File: src/rtl/ow_pkg.sv
package ow_pkg;
  typedef enum logic [1:0] {
    OP_RESET = 2'd0,
    OP_WBIT  = 2'd1,
    OP_RBIT  = 2'd2,
    OP_BYTE  = 2'd3
  } ow_op_e;

  typedef enum logic [1:0] {
    SL_W0  = 2'd0,
    SL_W1  = 2'd1,
    SL_RD  = 2'd2,
    SL_RST = 2'd3
  } ow_slot_e;

  typedef enum logic [1:0] {
    ST_IDLE = 2'd0,
    ST_SLOT = 2'd1,
    ST_PULL = 2'd2
  } ow_state_e;
endpackage

File: src/rtl/ow_tick.sv
module ow_tick #(
  parameter int CLK_PER_US = 50
) (
  input  logic clk,
  input  logic rst,
  input  logic restart,
  input  logic run,
  output logic tick
);
  localparam int PW = (CLK_PER_US > 1) ? $clog2(CLK_PER_US) : 1;
  localparam logic [PW-1:0] LAST = PW'(CLK_PER_US - 1);

  logic [PW-1:0] pc;

  always_ff @(posedge clk) begin
    if (rst || restart) begin
      pc <= '0;
    end else if (run) begin
      pc <= (pc == LAST) ? '0 : pc + PW'(1);
    end
  end

  assign tick = run && (pc == LAST);
endmodule

File: src/rtl/ow_slot.sv
module ow_slot
  import ow_pkg::*;
#(
  parameter int UW        = 10,
  parameter int T_W1_LOW  = 6,
  parameter int T_W0_LOW  = 60,
  parameter int T_RD_LOW  = 6,
  parameter int T_RD_SMP  = 15,
  parameter int T_BIT_END = 70,
  parameter int T_RST_LOW = 500,
  parameter int T_RST_SMP = 570,
  parameter int T_RST_END = 1000
) (
  input  logic     clk,
  input  logic     rst,
  input  logic     start,
  input  ow_slot_e start_kind,
  input  logic     tick,
  input  logic     line_in,
  output logic     active,
  output logic     drive_low,
  output logic     smp_ev,
  output logic     smp_val,
  output logic     slot_end
);
  ow_slot_e      kind_q;
  logic [UW-1:0] ucnt;
  logic [UW-1:0] ucnt_inc;
  logic [UW-1:0] cur_low;
  logic [UW-1:0] cur_end;
  logic [UW-1:0] cur_smp;
  logic          has_smp;

  always_comb begin
    case (kind_q)
      SL_W0: begin
        cur_low = UW'(T_W0_LOW);  cur_end = UW'(T_BIT_END);
        cur_smp = '0;             has_smp = 1'b0;
      end
      SL_W1: begin
        cur_low = UW'(T_W1_LOW);  cur_end = UW'(T_BIT_END);
        cur_smp = '0;             has_smp = 1'b0;
      end
      SL_RD: begin
        cur_low = UW'(T_RD_LOW);  cur_end = UW'(T_BIT_END);
        cur_smp = UW'(T_RD_SMP);  has_smp = 1'b1;
      end
      default: begin
        cur_low = UW'(T_RST_LOW); cur_end = UW'(T_RST_END);
        cur_smp = UW'(T_RST_SMP); has_smp = 1'b1;
      end
    endcase
  end

  assign ucnt_inc = ucnt + UW'(1);
  assign slot_end = active && tick && (ucnt_inc == cur_end);
  assign smp_ev   = active && tick && has_smp && (ucnt_inc == cur_smp);
  assign smp_val  = line_in;

  always_ff @(posedge clk) begin
    if (rst) begin
      active    <= 1'b0;
      ucnt      <= '0;
      kind_q    <= SL_W1;
      drive_low <= 1'b0;
    end else if (start) begin
      active    <= 1'b1;
      ucnt      <= '0;
      kind_q    <= start_kind;
      drive_low <= 1'b1;
    end else if (slot_end) begin
      active    <= 1'b0;
      ucnt      <= '0;
      drive_low <= 1'b0;
    end else if (active && tick) begin
      ucnt      <= ucnt_inc;
      drive_low <= (ucnt_inc < cur_low);
    end
  end
endmodule

File: src/rtl/ow_seq.sv
module ow_seq
  import ow_pkg::*;
#(
  parameter int US_PER_MS = 1000,
  parameter int PU_W      = 8
) (
  input  logic            clk,
  input  logic            rst,
  input  logic            cmd_valid,
  input  logic [1:0]      cmd_op,
  input  logic            cmd_dir,
  input  logic [7:0]      cmd_data,
  input  logic            pu_set,
  input  logic [PU_W-1:0] pu_ms,
  input  logic            tick,
  input  logic            slot_end,
  input  logic            smp_ev,
  input  logic            smp_val,
  input  logic            drive_low,
  output logic            start,
  output ow_slot_e        start_kind,
  output logic            busy,
  output logic            pull_run,
  output logic            done,
  output logic [7:0]      rd_data,
  output logic            presence,
  output logic            strong_pu
);
  localparam int MW = (US_PER_MS > 1) ? $clog2(US_PER_MS) : 1;
  localparam logic [MW-1:0] US_LAST = MW'(US_PER_MS - 1);

  ow_state_e       state;
  ow_op_e          op_q;
  ow_op_e          op_in;
  logic            dir_q;
  logic [7:0]      sh;
  logic [7:0]      rsh;
  logic [2:0]      bidx;
  logic            arm;
  logic [PU_W-1:0] arm_len;
  logic            pu_use;
  logic [PU_W-1:0] pu_len;
  logic            pu_phase;
  logic [MW-1:0]   us_cnt;
  logic [PU_W-1:0] ms_cnt;
  logic            accept;
  logic            more;
  logic            pu_take;

  assign op_in   = ow_op_e'(cmd_op);
  assign accept  = cmd_valid && (state == ST_IDLE);
  assign more    = (op_q == OP_BYTE) && (bidx != 3'd7);
  assign start   = accept || ((state == ST_SLOT) && slot_end && more);
  assign pu_take = arm && (op_in == OP_BYTE) && !cmd_dir;

  always_comb begin
    if (accept) begin
      case (op_in)
        OP_RESET: start_kind = SL_RST;
        OP_RBIT:  start_kind = SL_RD;
        OP_WBIT:  start_kind = cmd_data[0] ? SL_W1 : SL_W0;
        default:  start_kind = cmd_dir ? SL_RD : (cmd_data[0] ? SL_W1 : SL_W0);
      endcase
    end else begin
      start_kind = dir_q ? SL_RD : (sh[1] ? SL_W1 : SL_W0);
    end
  end

  assign busy      = (state != ST_IDLE);
  assign pull_run  = (state == ST_PULL);
  assign strong_pu = pu_phase && !drive_low;

  always_ff @(posedge clk) begin
    if (rst) begin
      state    <= ST_IDLE;
      op_q     <= OP_RESET;
      dir_q    <= 1'b0;
      sh       <= '0;
      rsh      <= '0;
      bidx     <= '0;
      arm      <= 1'b0;
      arm_len  <= '0;
      pu_use   <= 1'b0;
      pu_len   <= '0;
      pu_phase <= 1'b0;
      us_cnt   <= '0;
      ms_cnt   <= '0;
      done     <= 1'b0;
      rd_data  <= '0;
      presence <= 1'b0;
    end else begin
      done <= 1'b0;
      if ((state == ST_IDLE) && pu_set) begin
        arm     <= (pu_ms != '0);
        arm_len <= pu_ms;
      end
      case (state)
        ST_IDLE: begin
          if (cmd_valid) begin
            state  <= ST_SLOT;
            op_q   <= op_in;
            dir_q  <= (op_in == OP_BYTE) && cmd_dir;
            sh     <= cmd_data;
            bidx   <= '0;
            pu_use <= pu_take;
            pu_len <= arm_len;
            if (pu_take) arm <= 1'b0;
          end
        end
        ST_SLOT: begin
          if (smp_ev) rsh <= {smp_val, rsh[7:1]};
          if (slot_end) begin
            if (more) begin
              bidx <= bidx + 3'd1;
              sh   <= {1'b0, sh[7:1]};
              if (pu_use && (bidx == 3'd6)) pu_phase <= 1'b1;
            end else if (pu_use) begin
              state  <= ST_PULL;
              us_cnt <= '0;
              ms_cnt <= '0;
            end else begin
              state <= ST_IDLE;
              done  <= 1'b1;
              case (op_q)
                OP_RESET: presence <= ~rsh[7];
                OP_RBIT:  rd_data  <= {7'b0, rsh[7]};
                OP_BYTE:  if (dir_q) rd_data <= rsh;
                default:  ;
              endcase
            end
          end
        end
        ST_PULL: begin
          if (tick) begin
            if (us_cnt == US_LAST) begin
              us_cnt <= '0;
              if ((ms_cnt + PU_W'(1)) == pu_len) begin
                state    <= ST_IDLE;
                done     <= 1'b1;
                pu_phase <= 1'b0;
                pu_use   <= 1'b0;
              end else begin
                ms_cnt <= ms_cnt + PU_W'(1);
              end
            end else begin
              us_cnt <= us_cnt + MW'(1);
            end
          end
        end
        default: state <= ST_IDLE;
      endcase
    end
  end
endmodule

File: src/rtl/ow_line_master.sv
module ow_line_master
  import ow_pkg::*;
#(
  parameter int CLK_PER_US = 50,
  parameter int US_PER_MS  = 1000,
  parameter int PU_W       = 8,
  parameter int T_W1_LOW   = 6,
  parameter int T_W0_LOW   = 60,
  parameter int T_RD_LOW   = 6,
  parameter int T_RD_SMP   = 15,
  parameter int T_BIT_END  = 70,
  parameter int T_RST_LOW  = 500,
  parameter int T_RST_SMP  = 570,
  parameter int T_RST_END  = 1000
) (
  input  logic            clk,
  input  logic            rst,
  input  logic            cmd_valid,
  input  logic [1:0]      cmd_op,
  input  logic            cmd_dir,
  input  logic [7:0]      cmd_data,
  input  logic            pu_set,
  input  logic [PU_W-1:0] pu_ms,
  input  logic            line_in,
  output logic            busy,
  output logic            done,
  output logic [7:0]      rd_data,
  output logic            presence,
  output logic            drive_low,
  output logic            strong_pu
);
  localparam int UW = $clog2(T_RST_END + 1);

  logic     tick;
  logic     start;
  ow_slot_e start_kind;
  logic     slot_active;
  logic     pull_run;
  logic     smp_ev;
  logic     smp_val;
  logic     slot_end;

  ow_tick #(.CLK_PER_US(CLK_PER_US)) u_tick (
    .clk     (clk),
    .rst     (rst),
    .restart (start),
    .run     (slot_active || pull_run),
    .tick    (tick)
  );

  ow_slot #(
    .UW(UW), .T_W1_LOW(T_W1_LOW), .T_W0_LOW(T_W0_LOW), .T_RD_LOW(T_RD_LOW),
    .T_RD_SMP(T_RD_SMP), .T_BIT_END(T_BIT_END), .T_RST_LOW(T_RST_LOW),
    .T_RST_SMP(T_RST_SMP), .T_RST_END(T_RST_END)
  ) u_slot (
    .clk        (clk),
    .rst        (rst),
    .start      (start),
    .start_kind (start_kind),
    .tick       (tick),
    .line_in    (line_in),
    .active     (slot_active),
    .drive_low  (drive_low),
    .smp_ev     (smp_ev),
    .smp_val    (smp_val),
    .slot_end   (slot_end)
  );

  ow_seq #(.US_PER_MS(US_PER_MS), .PU_W(PU_W)) u_seq (
    .clk        (clk),
    .rst        (rst),
    .cmd_valid  (cmd_valid),
    .cmd_op     (cmd_op),
    .cmd_dir    (cmd_dir),
    .cmd_data   (cmd_data),
    .pu_set     (pu_set),
    .pu_ms      (pu_ms),
    .tick       (tick),
    .slot_end   (slot_end),
    .smp_ev     (smp_ev),
    .smp_val    (smp_val),
    .drive_low  (drive_low),
    .start      (start),
    .start_kind (start_kind),
    .busy       (busy),
    .pull_run   (pull_run),
    .done       (done),
    .rd_data    (rd_data),
    .presence   (presence),
    .strong_pu  (strong_pu)
  );
endmodule

File: config.mk
export PLATFORM = sky130hd
export DESIGN_NAME = ow_line_master
export DESIGN_NICKNAME = d
export VERILOG_FILES = /design/src/rtl/ow_pkg.sv /design/src/rtl/ow_tick.sv /design/src/rtl/ow_slot.sv /design/src/rtl/ow_seq.sv /design/src/rtl/ow_line_master.sv
export SDC_FILE = /design/constraint.sdc
export NUM_CORES = 1
export LEC_CHECK = 0
export ABC_AREA = 1
export BUFFER_PORTS_ARGS = -buffer_cell sky130_fd_sc_hd__buf_2
export CELL_PAD_IN_SITES_DETAIL_PLACEMENT = 0
export CELL_PAD_IN_SITES_GLOBAL_PLACEMENT = 1
export CORE_ASPECT_RATIO = 1.25
export CORE_MARGIN = 5
export CORE_UTILIZATION = 47
export CTS_CLUSTER_DIAMETER = 80
export DETAILED_ROUTE_END_ITERATION = 10
export GPL_ROUTABILITY_DRIVEN = 1
export PLACE_DENSITY_LB_ADDON = 0.15
export SLEW_MARGIN = 15
export SYNTH_ARGS = -nofsm -noshare
export SYNTH_HDL_FRONTEND = slang
export SYNTH_HIERARCHICAL = 1
export SYNTH_SLANG_ARGS = --single-unit
File: constraint.sdc
create_clock -name clk -period 7.75 [get_ports clk]
set_input_delay 0.3875 -clock clk [delete_from_list [all_inputs] [get_ports clk]]
set_output_delay 0.3875 -clock clk [all_outputs]
set_load 0.01 [all_outputs]
==> qor_table.md, run 1 <==
| Parameter | This run |
| --- | --- |
| Status | complete, no violations |
| Number of enable-type register cells in the synthesized netlist | 0 |
| P_sw | 0.000520 W |
| Aggregate negative setup slack | 0 ps |
| Highest metal layer with signal wires | met4 |
| Sum of routed wire length over all layers | 11.0 mm |
| Multiplexer share of the synthesized area | 0 |
| Synthesis-stage register bit count | 90 |
| Avg Cell Area, Syn | 6.88 sq um |
| TritonCTS Sinks | 90 |
| Final hold violations | 0 |
| Worst voltage drop across the vdd grid | 137 uV |
| Leading post-synthesis cells by instance count | sky130_fd_sc_hd__nand2_1 (143), sky130_fd_sc_hd__nor2_1 (97), sky130_fd_sc_hd__dfxtp_1 (90) |
| Residual DRC | 0 |
| DR WL/cell | 12.8 um |
| Clock power frac | 0.289 |
| Unrepaired setup endpoints after global routing | no |
| CP max FO | 11 |
| Combinational fraction of design power | 0.309 |
| Mean number of vias per cell | 5.21 |
| Sequential power share | 0.403 |
| Layout cell share with drive strength beyond 1 | 0.106 |
| CP Capture Type | register |
| Clock tree from TritonCTS | yes |
| Area of the core region | 10000 sq um |
| Final setup viols | 0 |
| Number of synthesis warnings | 6 |
| Min cycle time layout | 4010 ps |
| Path type of the worst setup path | reg -> reg |
| Synthesized-area fraction occupied by xor and xnor cells | 0.0203 |
| Critical-path top delay cell | sky130_fd_sc_hd__nor2_1 |
| Cell types with the largest area share after synthesis | sky130_fd_sc_hd__dfxtp_1 (38%), sky130_fd_sc_hd__nand2_1 (11%), sky130_fd_sc_hd__nor2_1 (7.7%), sky130_fd_sc_hd__o21ai_0 (6.0%), sky130_fd_sc_hd__inv_1 (6.0%) |
| Post-Syn Instances | 690 |
| Standard-cell row count | 41 |
| Vias in the first global route | 4227 |
| First-pass GRT wire length | 18.9 mm |
| Register-to-register path setup slack | 3740 ps |
| Share of the clock period used by the worst path after layout | 0.518 |
| Met3 layer wire length in the routed design | 327 um |
| Number of optimization iterations in the first detailed-route pass | 5 |
| Half-perimeter wire length after placement | 8.20 mm |
| Overall track demand over capacity in global routing | 0.190 |
| Diode insertion count for antenna repair | 0 |
| # resized after CTS | 0 |
| Die Height | 122 um |
| Area of the mapped netlist | 4740 sq um |
| Leading area contributor after synthesis | sky130_fd_sc_hd__dfxtp_1 |
| Adder and majority cell fraction of the synthesized area | 0.0527 |
| Synth Area in Compound Gates | 0.150 |
| Worst path buffer plus inverter count | 5 |
| Data arrival at the endpoint of the critical path | 4220 ps |
| Gate family responsible for the most delay along the worst path | simple AND/OR/NAND/NOR gates |
| Top FF cell, synth | sky130_fd_sc_hd__dfxtp_1 |
| Most instantiated library cell after synthesis | sky130_fd_sc_hd__nand2_1 |
| Library cells used by synthesis | 39 |
| H-tree depth | 3 |
| Worst min-delay path category | in -> reg |
| Switching share of total power | 0.364 |
| Violation count after the first detailed-routing iteration | 188 |
| Met2 wire length | 5.52 mm |
| Critical Path Start Type | register |
| Count of boundary I/O pins | 37 |
| Post-Route Hold Slack | 308 ps |
| Fraction of the yosys area taken by sequential cells | 0.380 |
| CP Data Required Time | 7950 ps |
| Worst-margin pin slew | 641 ps |
| Final Max Tran Viols | 0 |
| Number of port buffers | 36 |
| Root Buffer Master | sky130_fd_sc_hd__clkbuf_16 |
| Final ANT Viol Nets | 0 |
| Total via count in the routed design | 4460 |
| Slew Limit Headroom | 0.571 |
| Pin count of the biggest net entering global routing | 43 |
| Final clock skew | 6.05 ps |
| Proportion of synthesized flip-flops having asynchronous set or reset | 0 |
| Total power divided by cell area | 269 nW/um^2 |
| Global placer's final weighted congestion | 0.886 |
| Insertion delay to the later sink of the worst-skew pair | 340 ps |
| Initial Utilization | 0.474 |
| Width of the die | 99.9 um |
| Total routed wire length on the met1 layer | 5.00 mm |
| Layout-stage area growth over the synthesis result | 11.8% |
| Count of buffers added by post-CTS timing repair for setup | 0 |
| Remaining global-route overflow | 0 |
| Cell occurring most often along the worst timing path | sky130_fd_sc_hd__nand2_1 |
| Post-CTS Hold Buffers | 0 |
| List of cells traversed by the critical path | ha_1 > nand2_1 > inv_2 > nand3_2 > nor2_2 > xor2_1 > ha_1 > nand2_1 > nor2_1 > nand3_1 > nor2_1 > nand2_1 > nor2_1 > nand2_2 > inv_1 > inv_1 > o21ai_0 > inv_1 > nor2_1 > nand2_1 > inv_2 > nand2_4 > nand2_1 > a21oi_1 |
| Count of max-cap constraint violations | 0 |
| Synth Net Count | 734 |
| Clock-pin slew reported for the worst setup and hold paths after clock tree synthesis | 60 ps |
| Fraction of the mapped netlist area in simple logic gates | 0.317 |
| Highest achievable clock rate | 249 MHz |
| Portion of synthesized cell area occupied by the leading cell type | 0.380 |
| CP max stage delay | 500 ps |
| Antenna violations before repair | 0 |
| Floorplan die area | 12200 sq um |
| Final #Nets | 766 |
| Worst-case clock buffer depth | 2 |
| Number of buffers inserted during clock tree synthesis | 9 |
| Internal power | 0.000907 W |
| Combinational family with the most area after synthesis | simple AND/OR/NAND/NOR gates |
| Leakage power figure | 2.24 nW |
cell type report:
class,count,area (sq um)
fill,1050,4700
multi-input combinational,502,2560
sequential,90,1800
inverter,82,308
clock buffer,12,256
timing repair buffer,37,188
tap,129,161
clock inverter,4,26.3
path summary, 6_finish.rpt:
check,to,cells past startpoint,start
max,u_seq/ms_cnt[7],24,u_slot/ucnt[0]
min,u_seq/sh[3],3,cmd_data[3]
max reg2reg,u_seq/ms_cnt[7],24,u_slot/ucnt[0]
min reg2reg,u_seq/rd_data[2],2,u_seq/rd_data[2]
kinds of logic (layout without fill, tap and decap cells):
kind of cell / Yosys count / after routing
buf+inv: 98 / 135
compound gates: 132 / 132
xor+xnor: 11 / 11
fa+ha+maj: 20 / 20
flops: 90 / 90
simple gates: 339 / 339
routing by layer:
metal  vias up  track usage
li1       2328            -
met1      2047        0.228
met2        77        0.338
met3         8       0.0370
met4         0       0.0623
met5         -            0
per-stage QoR:
stage / power [W] / std cells / area (sq um) / setup WS, ps / util
finish: 0.00143 / 856 / 5300 / 3740 / 0.530
global route: 0.00154 / 856 / 5300 / 3330 / 0.530
CTS: 0.00144 / 856 / 5300 / 3770 / 0.530
detailed placement: 0.00102 / 840 / 5020 / 3790 / 0.502
global placement: 0.00102 / 840 / 5020 / 3960 / 0.502
floorplan: 0.000923 / 690 / 4740 / 4670 / -
sequential cells by signal (all words and copies together), names as in the netlist:
signal            count
u_seq/us_cnt         10
u_slot/ucnt          10
u_seq/arm_len         8
u_seq/ms_cnt          8
u_seq/pu_len          8
u_seq/rd_data         8
u_seq/rsh             8
u_seq/sh              7
u_tick/pc             6
u_seq/bidx            3
u_seq/op_q            2
u_seq/state           2
u_slot/kind_q         2
u_seq/arm             1
u_seq/dir_q           1
u_seq/done            1
u_seq/presence        1
u_seq/pu_phase        1
u_seq/pu_use          1
u_slot/active         1
u_slot/drive_low      1
worst reg2reg max path, delay by kind of cell (launching register included):
family | cells | cell delay (ps)
and+or+nand+nor | 14 | 1940
DFF | 1 | 460
AOI/OAI and AO/OA | 2 | 220
adders and majority gates | 2 | 440
xor gates and xnor gates | 1 | 240
buffers and inverters | 5 | 560
cell usage in the layout, fill, tap and decap left out, types with 3 or more instances in the layout:
cell,instances
sky130_fd_sc_hd__nand3_2,4
sky130_fd_sc_hd__dfxtp_1,90
sky130_fd_sc_hd__a31oi_1,9
sky130_fd_sc_hd__o21ai_1,6
sky130_fd_sc_hd__inv_1,76
sky130_fd_sc_hd__ha_1,20
sky130_fd_sc_hd__clkbuf_16,9
sky130_fd_sc_hd__xnor2_1,3
sky130_fd_sc_hd__nor4_1,3
sky130_fd_sc_hd__nor2_2,6
sky130_fd_sc_hd__nand3_1,56
sky130_fd_sc_hd__xor2_1,8
sky130_fd_sc_hd__a21oi_1,47
sky130_fd_sc_hd__nand2_2,4
sky130_fd_sc_hd__nand3b_1,3
sky130_fd_sc_hd__clkinv_1,3
sky130_fd_sc_hd__nor2_1,97
sky130_fd_sc_hd__buf_2,36
sky130_fd_sc_hd__nand2_1,143
sky130_fd_sc_hd__o21ai_0,57
sky130_fd_sc_hd__nor3_1,6
sky130_fd_sc_hd__inv_2,3
sky130_fd_sc_hd__nand4_1,9
power by group through the flow:
stage,clock network [W],registers [W],logic (W)
2_1_floorplan,0,0.000574,0.000349
3_3_place_gp,0,0.000583,0.000432
3_5_place_dp,0,0.000586,0.000439
4_1_cts,0.000425,0.000575,0.000442
5_1_grt,0.000446,0.000585,0.000507
6_report,0.000412,0.000575,0.000440
No activity file was read; power rests on OpenSTA's default activity.
==> run 2, diff against run 1 <==
--- a/config.mk
+++ b/config.mk
@@ -5,13 +5,13 @@
 export SDC_FILE = /design/constraint.sdc
 export NUM_CORES = 1
 export LEC_CHECK = 0
-export ABC_AREA = 1
+export ABC_AREA = 0
 export BUFFER_PORTS_ARGS = -buffer_cell sky130_fd_sc_hd__buf_2
 export CELL_PAD_IN_SITES_DETAIL_PLACEMENT = 0
 export CELL_PAD_IN_SITES_GLOBAL_PLACEMENT = 1
 export CORE_ASPECT_RATIO = 1.25
 export CORE_MARGIN = 5
-export CORE_UTILIZATION = 47
+export CORE_UTILIZATION = 41
 export CTS_CLUSTER_DIAMETER = 80
 export DETAILED_ROUTE_END_ITERATION = 10
 export GPL_ROUTABILITY_DRIVEN = 1
==> constraint.sdc (replaced) <==
create_clock -name clk -period 3.24 [get_ports clk]
set_input_delay 0.162 -clock clk [delete_from_list [all_inputs] [get_ports clk]]
set_output_delay 0.162 -clock clk [all_outputs]
set_load 0.01 [all_outputs]
==> run 2 against run 1 <==
Against the previous run: area after synthesis is 1.6% higher; clock skew is 4.1 ps higher; final area is 6.1% higher; die area is 15% higher; core utilization is 4.4 points lower; combinational power is 13% higher; largest cell class unchanged.
==> qor_table.md, run 2 <==
| Parameter | This run |
| --- | --- |
| Proportion of synthesized flip-flops having asynchronous set or reset | 0 |
| Clock tree from TritonCTS | yes |
| CP max stage delay | 390 ps |
| Mean number of vias per cell | 5.48 |
| Initial Utilization | 0.417 |
| Total power divided by cell area | 480 nW/um^2 |
| Worst path buffer plus inverter count | 0 |
| Number of buffers inserted during clock tree synthesis | 9 |
| First-pass GRT wire length | 19.6 mm |
| Cell types with the largest area share after synthesis | sky130_fd_sc_hd__dfxtp_1 (37%), sky130_fd_sc_hd__nand2_1 (6.5%), sky130_fd_sc_hd__a21oi_1 (5.6%), sky130_fd_sc_hd__ha_1 (5.2%), sky130_fd_sc_hd__nor2_1 (4.1%) |
| Worst min-delay path category | in -> reg |
| Multi-input gate area in the final layout | 2890 sq um |
| Aggregate negative setup slack | 0 ps |
| Antenna violations before repair | 0 |
| Synth Net Count | 632 |
| Avg Cell Area, Syn | 8.20 sq um |
| CP Capture Type | register |
| Sum of routed wire length over all layers | 11.9 mm |
| Critical-path top delay cell | sky130_fd_sc_hd__or4_1 |
| Number of enable-type register cells in the synthesized netlist | 0 |
| Standard-cell row count | 44 |
| Portion of synthesized cell area occupied by the leading cell type | 0.374 |
| Overall track demand over capacity in global routing | 0.171 |
| Number of cells on the worst reg-to-reg path | 14 |
| Commonest non-fill, non-tap cell in the layout | sky130_fd_sc_hd__dfxtp_1 |
| Leading post-synthesis cells by instance count | sky130_fd_sc_hd__dfxtp_1 (90), sky130_fd_sc_hd__nand2_1 (84), sky130_fd_sc_hd__a21oi_1 (54) |
| Fraction of the yosys area taken by sequential cells | 0.374 |
| Final setup viols | 0 |
| Die Height | 131 um |
| Half-perimeter wire length after placement | 8.88 mm |
| Number of synthesis warnings | 6 |
| Final ANT Viol Nets | 0 |
| Critical Path Start Type | register |
| Slew Limit Headroom | 0.549 |
| H-tree depth | 3 |
| Number of logic stages on the critical path including buffering | 14 |
| Final #Nets | 680 |
| Synthesis-stage register bit count | 90 |
| Library cells used by synthesis | 72 |
| Insertion delay to the later sink of the worst-skew pair | 350 ps |
| Layout-stage area growth over the synthesis result | 16.7% |
| Post-route core utilization | 0.487 |
| Gate family responsible for the most delay along the worst path | simple AND/OR/NAND/NOR gates |
| DR WL/cell | 15.3 um |
| P_sw | 0.000817 W |
| CP max FO | 4 |
| Width of the die | 107 um |
| Number of optimization iterations in the first detailed-route pass | 4 |
| Floorplan die area | 14000 sq um |
| Top FF cell, synth | sky130_fd_sc_hd__dfxtp_1 |
| Residual DRC | 0 |
| Remaining global-route overflow | 0 |
| Sequential power share | 0.450 |
| Violation count after the first detailed-routing iteration | 169 |
| Post-Syn Instances | 588 |
| Area of the mapped netlist | 4820 sq um |
| Final clock skew | 10.1 ps |
| CP Data Required Time | 3500 ps |
| Instance count along the most critical hold path | 3 |
| Leading area contributor after synthesis | sky130_fd_sc_hd__dfxtp_1 |
| Internal power | 0.00188 W |
| Worst-case clock buffer depth | 2 |
| Diode insertion count for antenna repair | 0 |
| Leakage power figure | 2.12 nW |
| Post-Route Hold Slack | 66.9 ps |
| Commonest cells after routing, fill and taps aside | sky130_fd_sc_hd__dfxtp_1 (84), sky130_fd_sc_hd__nand2_1 (83), sky130_fd_sc_hd__a21oi_1 (53) |
| Number of filler instances in the final layout | 1127 |
| Most instantiated library cell after synthesis | sky130_fd_sc_hd__dfxtp_1 |
| Pin count of the biggest net entering global routing | 63 |
| Share of the clock period used by the worst path after layout | 0.952 |
| Area of all placed cells without fillers | 5630 sq um |
| Data arrival at the endpoint of the critical path | 3350 ps |
| Vias in the first global route | 4086 |
| Largest registers | u_seq/us_cnt: 10 flops, u_slot/ucnt: 10 flops |
| Highest achievable clock rate | 324 MHz |
| Clock power frac | 0.365 |
| Global placer's final weighted congestion | 0.878 |
| Cell occurring most often along the worst timing path | sky130_fd_sc_hd__nor2_1 |
| Placed instance area | 5270 sq um |
| Count of max-cap constraint violations | 0 |
| Path type of the worst setup path | reg -> reg |
| List of cells traversed by the critical path | nand4_1 > nor2_1 > xor2_1 > ha_1 > nand3_1 > nor2_1 > o211ai_1 > a211oi_2 > nand3_2 > a2bb2oi_4 > a21o_1 > or4_1 > a2bb2oi_1 > a21oi_1 |
| Sequential cell area | 1810 sq um |
| Final Max Tran Viols | 0 |
| Layout cell share with drive strength beyond 1 | 0.195 |
| Switching share of total power | 0.303 |
| Unrepaired setup endpoints after global routing | yes |
| Final hold violations | 0 |
| Area of the core region | 11600 sq um |
| Number of port buffers | 36 |
| Worst-margin pin slew | 676 ps |
| Status | complete, no violations |
| Min cycle time layout | 3080 ps |
| Total via count in the routed design | 4267 |
| Combinational fraction of design power | 0.185 |
| TritonCTS Sinks | 90 |
| Count of boundary I/O pins | 37 |
| Root Buffer Master | sky130_fd_sc_hd__clkbuf_16 |
| Clock-pin slew reported for the worst setup and hold paths after clock tree synthesis | 70 ps |
| Worst voltage drop across the vdd grid | 266 uV |
run 2: final timing paths:
kind	startpoint	to	slack [ps]
worst max-delay path	u_slot/ucnt[4]	u_seq/ms_cnt[6]	160
worst min-delay path	line_in	u_seq/rsh[7]	70
worst max register to register	u_slot/ucnt[4]	u_seq/ms_cnt[6]	160
worst min register to register	u_seq/rd_data[4]	u_seq/rd_data[4]	450
run 2: cell type report:
cell class | instances | area share
Clock buffer | 9 | 0.0400
Clock inverter | 7 | 0.00934
Inverter | 19 | 0.0127
Multi-Input combinational cell | 451 | 0.514
Sequential cell | 90 | 0.322
Tap cell | 138 | 0.0307
Timing Repair Buffer | 65 | 0.0707
run 2: power groups by stage:
stage	Clock (W)	Combinational [W]	Sequential, W
after CTS	0.00102	0.000496	0.00122
after global placement	0	0.000491	0.00124
after global routing	0.00107	0.000557	0.00122
after floorplan	0	0.000363	0.00123
after detailed placement	0	0.000495	0.00124
final	0.000985	0.000499	0.00121
run 2: stage by stage:
stage | std cells | power [W] | setup slack (ps)
final | 779 | 0.00270 | 157
after global placement | 762 | 0.00173 | 159
after detailed placement | 762 | 0.00174 | 29.8
after floorplan | 588 | 0.00159 | 34.2
after global routing | 779 | 0.00285 | -21.5
after CTS | 778 | 0.00273 | 27.0
run 2: repair_timing:
action	4_1_cts	5_1_grt
hold buffers	0	0
resized for setup	0	19
buffers inserted	0	1
hold endpoints to repair	0	0
endpoints found under the setup margin	0	62
run 2: worst min-delay path: stages:
cell                      delay, ps
sky130_fd_sc_hd__buf_2           90
sky130_fd_sc_hd__nand3_1         60
sky130_fd_sc_hd__a21oi_1         50
run 2: cell families after synthesis:
kind of cell,after synthesis,share of synthesized area
compound gates,118,0.164
xor+xnor,36,0.0654
fa+ha+maj,20,0.0519
buf+inv,47,0.0433
flops,90,0.374
mux,14,0.0293
simple gates,263,0.272
run 2: layer usage:
layer / global-route usage / vias up / routed length, um
met2: 0.284 / 65 / 5830
met3: 0.0393 / 20 / 399
met1: 0.212 / 2008 / 5460
met4: 0.0689 / 0 / 250
li1: - / 2174 / -
met5: 0 / - / 0
